==> config.mk <==
export PLATFORM = sky130hd
export DESIGN_NAME = fe_addrgen
export DESIGN_NICKNAME = d
export VERILOG_FILES = /design/src/rtl/fe_addrgen.sv
export SDC_FILE = /design/constraint.sdc
export NUM_CORES = 1
export LEC_CHECK = 0
export BUFFER_PORTS_ARGS = -buffer_cell sky130_fd_sc_hd__buf_4
export CAP_MARGIN = 20
export CORE_AREA = 2 2 124 138
export CTS_CLUSTER_DIAMETER = 200
export CTS_CLUSTER_SIZE = 14
export DETAILED_ROUTE_END_ITERATION = 8
export DIE_AREA = 0 0 126 140
export PLACE_DENSITY = 0.62
export SYNTH_ARGS = -nofsm -noshare
export SYNTH_HDL_FRONTEND = slang
export SYNTH_SLANG_ARGS = --single-unit
export TNS_END_PERCENT = 5
==> constraint.sdc <==
create_clock -name clk -period 8.75 [get_ports clk]
set_clock_uncertainty 0.15 [all_clocks]
set_input_delay 1.3125 -clock clk [delete_from_list [all_inputs] [get_ports clk]]
set_output_delay 1.3125 -clock clk [all_outputs]
set_load 0.03 [all_outputs]
==> src/rtl/fe_addrgen.sv <==
module fe_addrgen #(
  parameter int XLEN   = 32,
  parameter int OPC_W  = 8,
  parameter int RSEL_W = 4,
  parameter int DISP_W = 16
) (
  input  logic              clk,
  input  logic              rst,
  output logic              imem_req,
  output logic [XLEN-1:0]   imem_addr,
  input  logic [XLEN-1:0]   imem_rdata,
  output logic              rf_req,
  output logic [RSEL_W-1:0] rf_sel,
  input  logic [XLEN-1:0]   rf_rdata,
  output logic              ag_valid,
  output logic [OPC_W-1:0]  ag_opcode,
  output logic [RSEL_W-1:0] ag_rdst,
  output logic [XLEN-1:0]   ag_addr
);
  localparam int X_LO   = DISP_W;
  localparam int R_LO   = X_LO + RSEL_W;
  localparam int OPC_LO = R_LO + RSEL_W;
  localparam logic [RSEL_W-1:0] X_NONE = '0;
  localparam logic [RSEL_W-1:0] X_PC   = '1;

  logic [XLEN-1:0] pc_q;
  logic            f_valid;
  logic [XLEN-1:0] f_ir;
  logic [XLEN-1:0] f_pc;

  assign imem_req  = 1'b1;
  assign imem_addr = pc_q;

  logic [RSEL_W-1:0] f_x;
  logic [DISP_W-1:0] f_disp;
  logic [XLEN-1:0]   disp_ext;
  logic [XLEN-1:0]   base;

  assign f_x      = f_ir[X_LO +: RSEL_W];
  assign f_disp   = f_ir[0 +: DISP_W];
  assign disp_ext = {{(XLEN-DISP_W){f_disp[DISP_W-1]}}, f_disp};
  assign rf_sel   = f_x;
  assign rf_req   = f_valid && (f_x != X_NONE) && (f_x != X_PC);

  always_comb begin
    if (f_x == X_NONE)    base = '0;
    else if (f_x == X_PC) base = f_pc;
    else                  base = rf_rdata;
  end

  always_ff @(posedge clk) begin
    if (rst) begin
      pc_q     <= '0;
      f_valid  <= 1'b0;
      ag_valid <= 1'b0;
    end else begin
      pc_q     <= pc_q + 1'b1;
      f_valid  <= 1'b1;
      ag_valid <= f_valid;
    end
    f_ir      <= imem_rdata;
    f_pc      <= pc_q;
    ag_opcode <= f_ir[OPC_LO +: OPC_W];
    ag_rdst   <= f_ir[R_LO +: RSEL_W];
    ag_addr   <= base + disp_ext;
  end

  AST_PC_STEP: assert property (@(posedge clk) disable iff (rst)
    f_valid |-> imem_addr == f_pc + 1'b1);
  AST_IR_CAPTURE: assert property (@(posedge clk) disable iff (rst)
    1'b1 |=> (f_ir == $past(imem_rdata)) && (f_pc == $past(imem_addr)));
  AST_RF_IDLE_RESERVED: assert property (@(posedge clk) disable iff (rst)
    rf_req |-> f_valid && rf_sel != X_NONE && rf_sel != X_PC);
  AST_ZERO_BASE: assert property (@(posedge clk) disable iff (rst)
    (f_valid && f_x == X_NONE) |=> ag_addr == $past(disp_ext));
  AST_BUBBLE_FLOW: assert property (@(posedge clk) disable iff (rst)
    !f_valid |=> !ag_valid);
endmodule

==> results_dict.tcl, run 1 <==
set metrics [dict create \
    outcome "completed" \
    start_util_pct 35.7 \
    slew_headroom_pct 32.4 \
    synth_fp_nets 731 \
    grt_pass1_vias 4435 \
    insertion_delay_ns 0.41 \
    post_cts_buffers 0 \
    cp_max_fo 32 \
    yosys_warnings 0 \
    slew_viol_final 0 \
    max_freq_mhz 253 \
    vias_per_cell 4.73 \
    h-tree-depth 4 \
    rsz0062_at_grt "no" \
    synth-async-reset-ratio_pct 0 \
    wl_per_cell_um 14.0 \
    hpwl_um 10600 \
    yosysMostFrequentCell "dfxtp_1" \
    maxCapViolCount 0 \
    cts_sinks 142 \
    end_kind "flip-flop" \
    synthToLayoutAreaGrowth_pct 31.2 \
    clockBufferDepth 2 \
    syn_inst 632 \
    ant_nets 0 \
    grt_use_total_pct 16.0 \
    post-place-ws_ns 4.70 \
    crit_family "simple AND/OR/NAND/NOR gates" \
    worstMarginPinSlew_ns 1.01 \
    critPathLaunchType "flip-flop" \
    die_h_um 140 \
    cts_root_buf "clkbuf_16" \
    synth_fa_ha_area_share_pct 7.27 \
    slowest_stage "and4_1" \
    port_buffers 147 \
    crit_required_ns 8.90 \
    grt_max_degree 35 \
    synth_area_leaders "dfxtp_1 (49%), ha_1 (6.9%), nand2_1 (6.4%)" \
    fin_tns_setup_ns 0 \
    diodes 0 \
    vias 4642 \
    layout-drive-gt1-share_pct 24.0 \
    ir_drop_mv 0.100 \
    synth_xor_xnor_area_share_pct 8.48 \
    grt_first_pass_wirelength_um 22400 \
    setup_viol 0 \
    fp.dieW_um 126 \
    grt-ovfl-total 0 \
    p_per_area_nw_per_um2 237 \
    netlist_area_um2 5780 \
    synthTopCellsByCount "dfxtp_1 (142), nand2_1 (99), a21oi_1 (67), nor2_1 (54), ha_1 (32)" \
    drc 0 \
    path_clk_slew_ns 0.06 \
    synth_seq_cells 142 \
    synth_top_family_by_area "simple AND/OR/NAND/NOR gates" \
    crit_path_frequent_cell "a21oi_1" \
    drt-initial-drc-count 274 \
    path_buf_inv 0 \
    cts_hold_buf 0 \
    synth_ff_type "dfxtp_1" \
    power.leakage_nw 3.33 \
    muxShareOfSynthArea_pct 0.368 \
    yosys.area.top_type "dfxtp_1" \
    min_period_ns 3.96 \
    fin_nets 866 \
    path_class "reg -> reg" \
    cp.arrival_ns 4.11 \
    post_cts_resized 0 \
    seq_area_frac_synth_pct 49.2 \
    synth-simple-area-share_pct 16.7 \
    finalHoldViolations 0 \
    finalWirelength_um 13800 \
    io_pins 149 \
    core-area_um2 16200 \
    crit_chain "and4_1 > nand2_1 > a21oi_1 > ha_1 > fa_1 > a21oi_1 > o211a_1 > or4_4 > a211oi_4 > o21ai_2 > mux2i_1 > a221oi_1" \
    rows 49 \
    synth_top_area_share_pct 49.2 \
    synth_cell_type_count 50 \
    critPathMaxStageDelay_ns 0.90 \
    synth_edf_count 0 \
    gp_congestion 0.855 \
    drt_pass1_iterations 4 \
    cts_buffers 17 \
    layout_setup_ws_ns 4.79 \
    postSynthAreaPerCell_um2 9.15 \
    cts_tree "done" \
    finalCritPeriodShare_pct 45.3 \
    holdCritPathClass "reg -> reg" \
    die-area_um2 17600 \
    antenna_found_initial 0 \
    synth_compound_area_share_pct 14.2 \
]
[flip-flops by register name, indices dropped and copies added, names as in the netlist]
signal,cells
ag_addr,32
f_ir,32
f_pc,32
imem_addr,32
ag_opcode,8
ag_rdst,4
ag_valid,1
f_valid,1
[per-stage QoR]
stage                     cells  hold slack [ns]  utilization, %  instance area (um2)  total power, mW
after detailed placement    952            0.163            43.2                 7000             1.10
after global routing        982            0.182            46.9                 7580             1.88
after global placement      952            0.160            43.2                 7000             1.09
after CTS                   982            0.177            46.9                 7580             1.82
final                       982            0.174            46.9                 7580             1.79
after floorplan             632            0.160               -                 5780            0.970
[routing by layer]
| layer | vias to the layer above | share of wire (%) | global-route usage, % | wire (um) |
|---|---|---|---|---|
| met1 | 2096 | 45 | 19.7 | 6150 |
| met2 | 101 | 48 | 25.7 | 6640 |
| met5 | - | 0 | 0 | 0 |
| met3 | 19 | 4.5 | 5.04 | 622 |
| met4 | 0 | 2.5 | 7.40 | 342 |
| li1 | 2426 | - | - | - |
[cell type report]
type                       instances  area, um2
fill                            1601       8600
tap                              204        255
sequential                       142       2840
timing repair buffer             149       1120
inverter                          14       52.6
clock buffer                      20        447
multi-input combinational        443       2730
clock inverter                    10        141
[cell usage in the layout (no fill, tap or decap), drive strengths merged, types with 2 or more instances in the layout]
master | Yosys | layout
xnor2 | 28 | 28
nand3 | 19 | 19
nor2b | 4 | 4
and3 | 6 | 6
clkinv | 0 | 5
clkinvlp | 0 | 2
bufinv | 0 | 3
inv | 14 | 14
a211oi | 4 | 4
xor2 | 28 | 28
clkbuf | 23 | 20
o221ai | 2 | 2
dfxtp | 142 | 142
a41oi | 3 | 3
or2 | 2 | 2
ha | 32 | 32
and4 | 3 | 3
o21a | 3 | 3
nand2b | 3 | 3
nand4 | 13 | 13
o21bai | 6 | 6
nand2 | 99 | 99
a21boi | 2 | 2
a221oi | 2 | 2
o311ai | 2 | 2
nor3 | 4 | 4
nor2 | 54 | 54
a21o | 9 | 9
buf | 10 | 149
a31oi | 3 | 3
o211ai | 4 | 4
a21oi | 67 | 67
o21ai | 25 | 25
nor4 | 2 | 2
or3 | 4 | 4
[power breakdown]
group / total (mW) / internal (mW) / switching, mW
sequential: 0.718 / 0.700 / 0.0180
combinational: 0.361 / 0.145 / 0.215
clock: 0.715 / 0.452 / 0.263
total: 1.79 / 1.30 / 0.496
[kinds of logic after synthesis]
group	count (synthesis)
other cells	1
mux	2
buf+inv	47
flops	142
compound gates	135
simple gates	216
fa+ha+maj	33
xor+xnor	56
[final timing paths]
check | slack (ns) | to | startpoint | cells after the start
max | 4.79 | ag_addr[24] | f_ir[17] | 12
min | 0.17 | ag_rdst[1] | f_ir[21] | 0
max reg2reg | 4.79 | ag_addr[24] | f_ir[17] | 12
min reg2reg | 0.17 | ag_rdst[1] | f_ir[21] | 0
Power figures use the tool's default switching activity.
==> inputs of run 2 (changes only) <==
==> constraint.sdc (replaced) <==
create_clock -name clk -period 3.7 [get_ports clk]
set_clock_uncertainty 0.15 [all_clocks]
set_input_delay 0.555 -clock clk [delete_from_list [all_inputs] [get_ports clk]]
set_output_delay 0.555 -clock clk [all_outputs]
set_load 0.03 [all_outputs]
==> run 2 against run 1 <==
Non-clock buffer count up 4; die area unchanged; power up 140%; critical path type unchanged; largest cell class unchanged.
==> results_dict.tcl, run 2 (same netlist as run 1, synthesis figures left out) <==
set metrics [dict create \
    outcome "completed" \
    hpwl_um 10700 \
    drt-initial-drc-count 288 \
    final_common_cell "buf_4" \
    finalWirelength_um 13900 \
    clock_power_share_pct 40.9 \
    wl_per_cell_um 14.1 \
    finalPower_mw 4.33 \
    path_class "reg -> reg" \
    end_kind "flip-flop" \
    insertion_delay_ns 0.43 \
    slew_viol_final 0 \
    min_period_ns 3.47 \
    core-area_um2 16200 \
    layout-drive-gt1-share_pct 24.3 \
    h-tree-depth 4 \
    die_h_um 140 \
    finalCritPeriodShare_pct 93.7 \
    die-area_um2 17600 \
    switching_share_pct 27.5 \
    finalHoldViolations 0 \
    fin_tns_setup_ns 0 \
    cts_root_buf "clkbuf_16" \
    grt_pass1_vias 4487 \
    p_comb_share_pct 19.9 \
    placed_cells 956 \
    crit_required_ns 3.87 \
    clockBufferDepth 2 \
    rows 49 \
    cts_sinks 142 \
    power.leakage_nw 3.36 \
    cts_buffers 17 \
    p_per_area_nw_per_um2 568 \
    max_freq_mhz 289 \
    start_util_pct 35.7 \
    slew_headroom_pct 55.3 \
    final_cells 986 \
    gp_congestion 0.880 \
    worstMarginPinSlew_ns 0.670 \
    diodes 0 \
    ant_nets 0 \
    synthToLayoutAreaGrowth_pct 32.1 \
    nFillCells 1588 \
    path_clk_slew_ns 0.06 \
    post_cts_buffers 0 \
    vias 4702 \
    fin_nets 870 \
    vias_per_cell 4.77 \
    grt_use_total_pct 15.9 \
    io_pins 149 \
    setup_viol 0 \
    maxCapViolCount 0 \
    power.internal_mw 3.14 \
    ir_drop_mv 0.279 \
    multi_input_area_um2 2730 \
    antenna_found_initial 0 \
    p_sw_mw 1.19 \
    cp.arrival_ns 3.64 \
    rsz0062_at_grt "no" \
    regArea_um2 2840 \
    fp.dieW_um 126 \
    drc 0 \
    holdCritPathClass "in -> reg" \
    grt_first_pass_wirelength_um 22300 \
    cts_tree "done" \
    grt_max_degree 35 \
    cp_max_fo 24 \
    drt_pass1_iterations 4 \
    seqPwrFrac_pct 39.2 \
    fin_util_pct 47.2 \
    grt-ovfl-total 0 \
    critPathLaunchType "flip-flop" \
    port_buffers 147 \
    layout_common_cells "buf_4 (153), dfxtp_1 (142), nand2_1 (99)" \
]
[run 2: cell types whose count changed in the layout (fill, tap and decap cells not counted), sizes merged]
cell and delta:
bufinv +1, clkbuf +1, clkinv -3, inv +1, buf +4
[run 2: worst paths after layout]
path / startpoint / endpoint / slack, ns / depth (start not counted)
max: f_ir[17] / ag_addr[24] / 0.23 / 11
min: imem_rdata[26] / f_ir[26] / 0.08 / 1
max reg2reg: f_ir[17] / ag_addr[24] / 0.23 / 11
min reg2reg: f_ir[20] / ag_rdst[0] / 0.18 / 0
[run 2: metrics by stage]
stage / setup slack (ns) / hold slack (ns) / cell area [um2]
4_1_cts: 0.244 / 0.0634 / 7640
5_1_grt: 0.0124 / 0.0637 / 7640
2_1_floorplan: 0.272 / 0.160 / 5780
3_5_place_dp: 0.254 / 0.162 / 7030
3_3_place_gp: 0.374 / 0.161 / 7030
6_report: 0.235 / 0.0775 / 7640
[run 2: power by group through the flow]
stage	Combinational, mW	Clock, mW	Sequential [mW]
3_5_place_dp	0.864	0	1.73
4_1_cts	0.868	1.82	1.70
2_1_floorplan	0.359	0	1.94
3_3_place_gp	0.861	0	1.74
5_1_grt	0.931	1.88	1.71
6_report	0.865	1.77	1.70
[run 2: repair_timing]
item / 4_1_cts / 5_1_grt
endpoints found under the hold margin: 0 / 0
hold buffers: 0 / 0
gates resized for setup: 0 / 0
endpoints found under the setup margin: 0 / 1
[run 2: cell type report]
class / instances / share of cell area, %
clock buffers: 21 / 5.90
clock inverters: 9 / 2.11
inverters: 14 / 0.688
multi-input cells: 443 / 35.7
flip-flops and latches: 142 / 37.2
well taps: 204 / 3.34
repair buffers: 153 / 15.0
[run 2: critical path, cell delays in order, from the launching register on]
cell and delay, ns:
dfxtp_1 0.39, nand4_1 0.34, buf_4 0.35, nand2_1 0.09, a21oi_1 0.08, ha_1 0.45, nand3_2 0.15, or4_4 0.57
a211oi_4 0.31, o21ai_2 0.13, mux2i_1 0.14, a221oi_1 0.21
[run 2: routing by layer]
layer / global-route usage, % / up-vias / wire [um]
met5: 0 / - / 0
met4: 6.94 / 0 / 265
met3: 4.35 / 21 / 679
met2: 26.0 / 122 / 6750
met1: 19.7 / 2123 / 6240
li1: - / 2436 / -
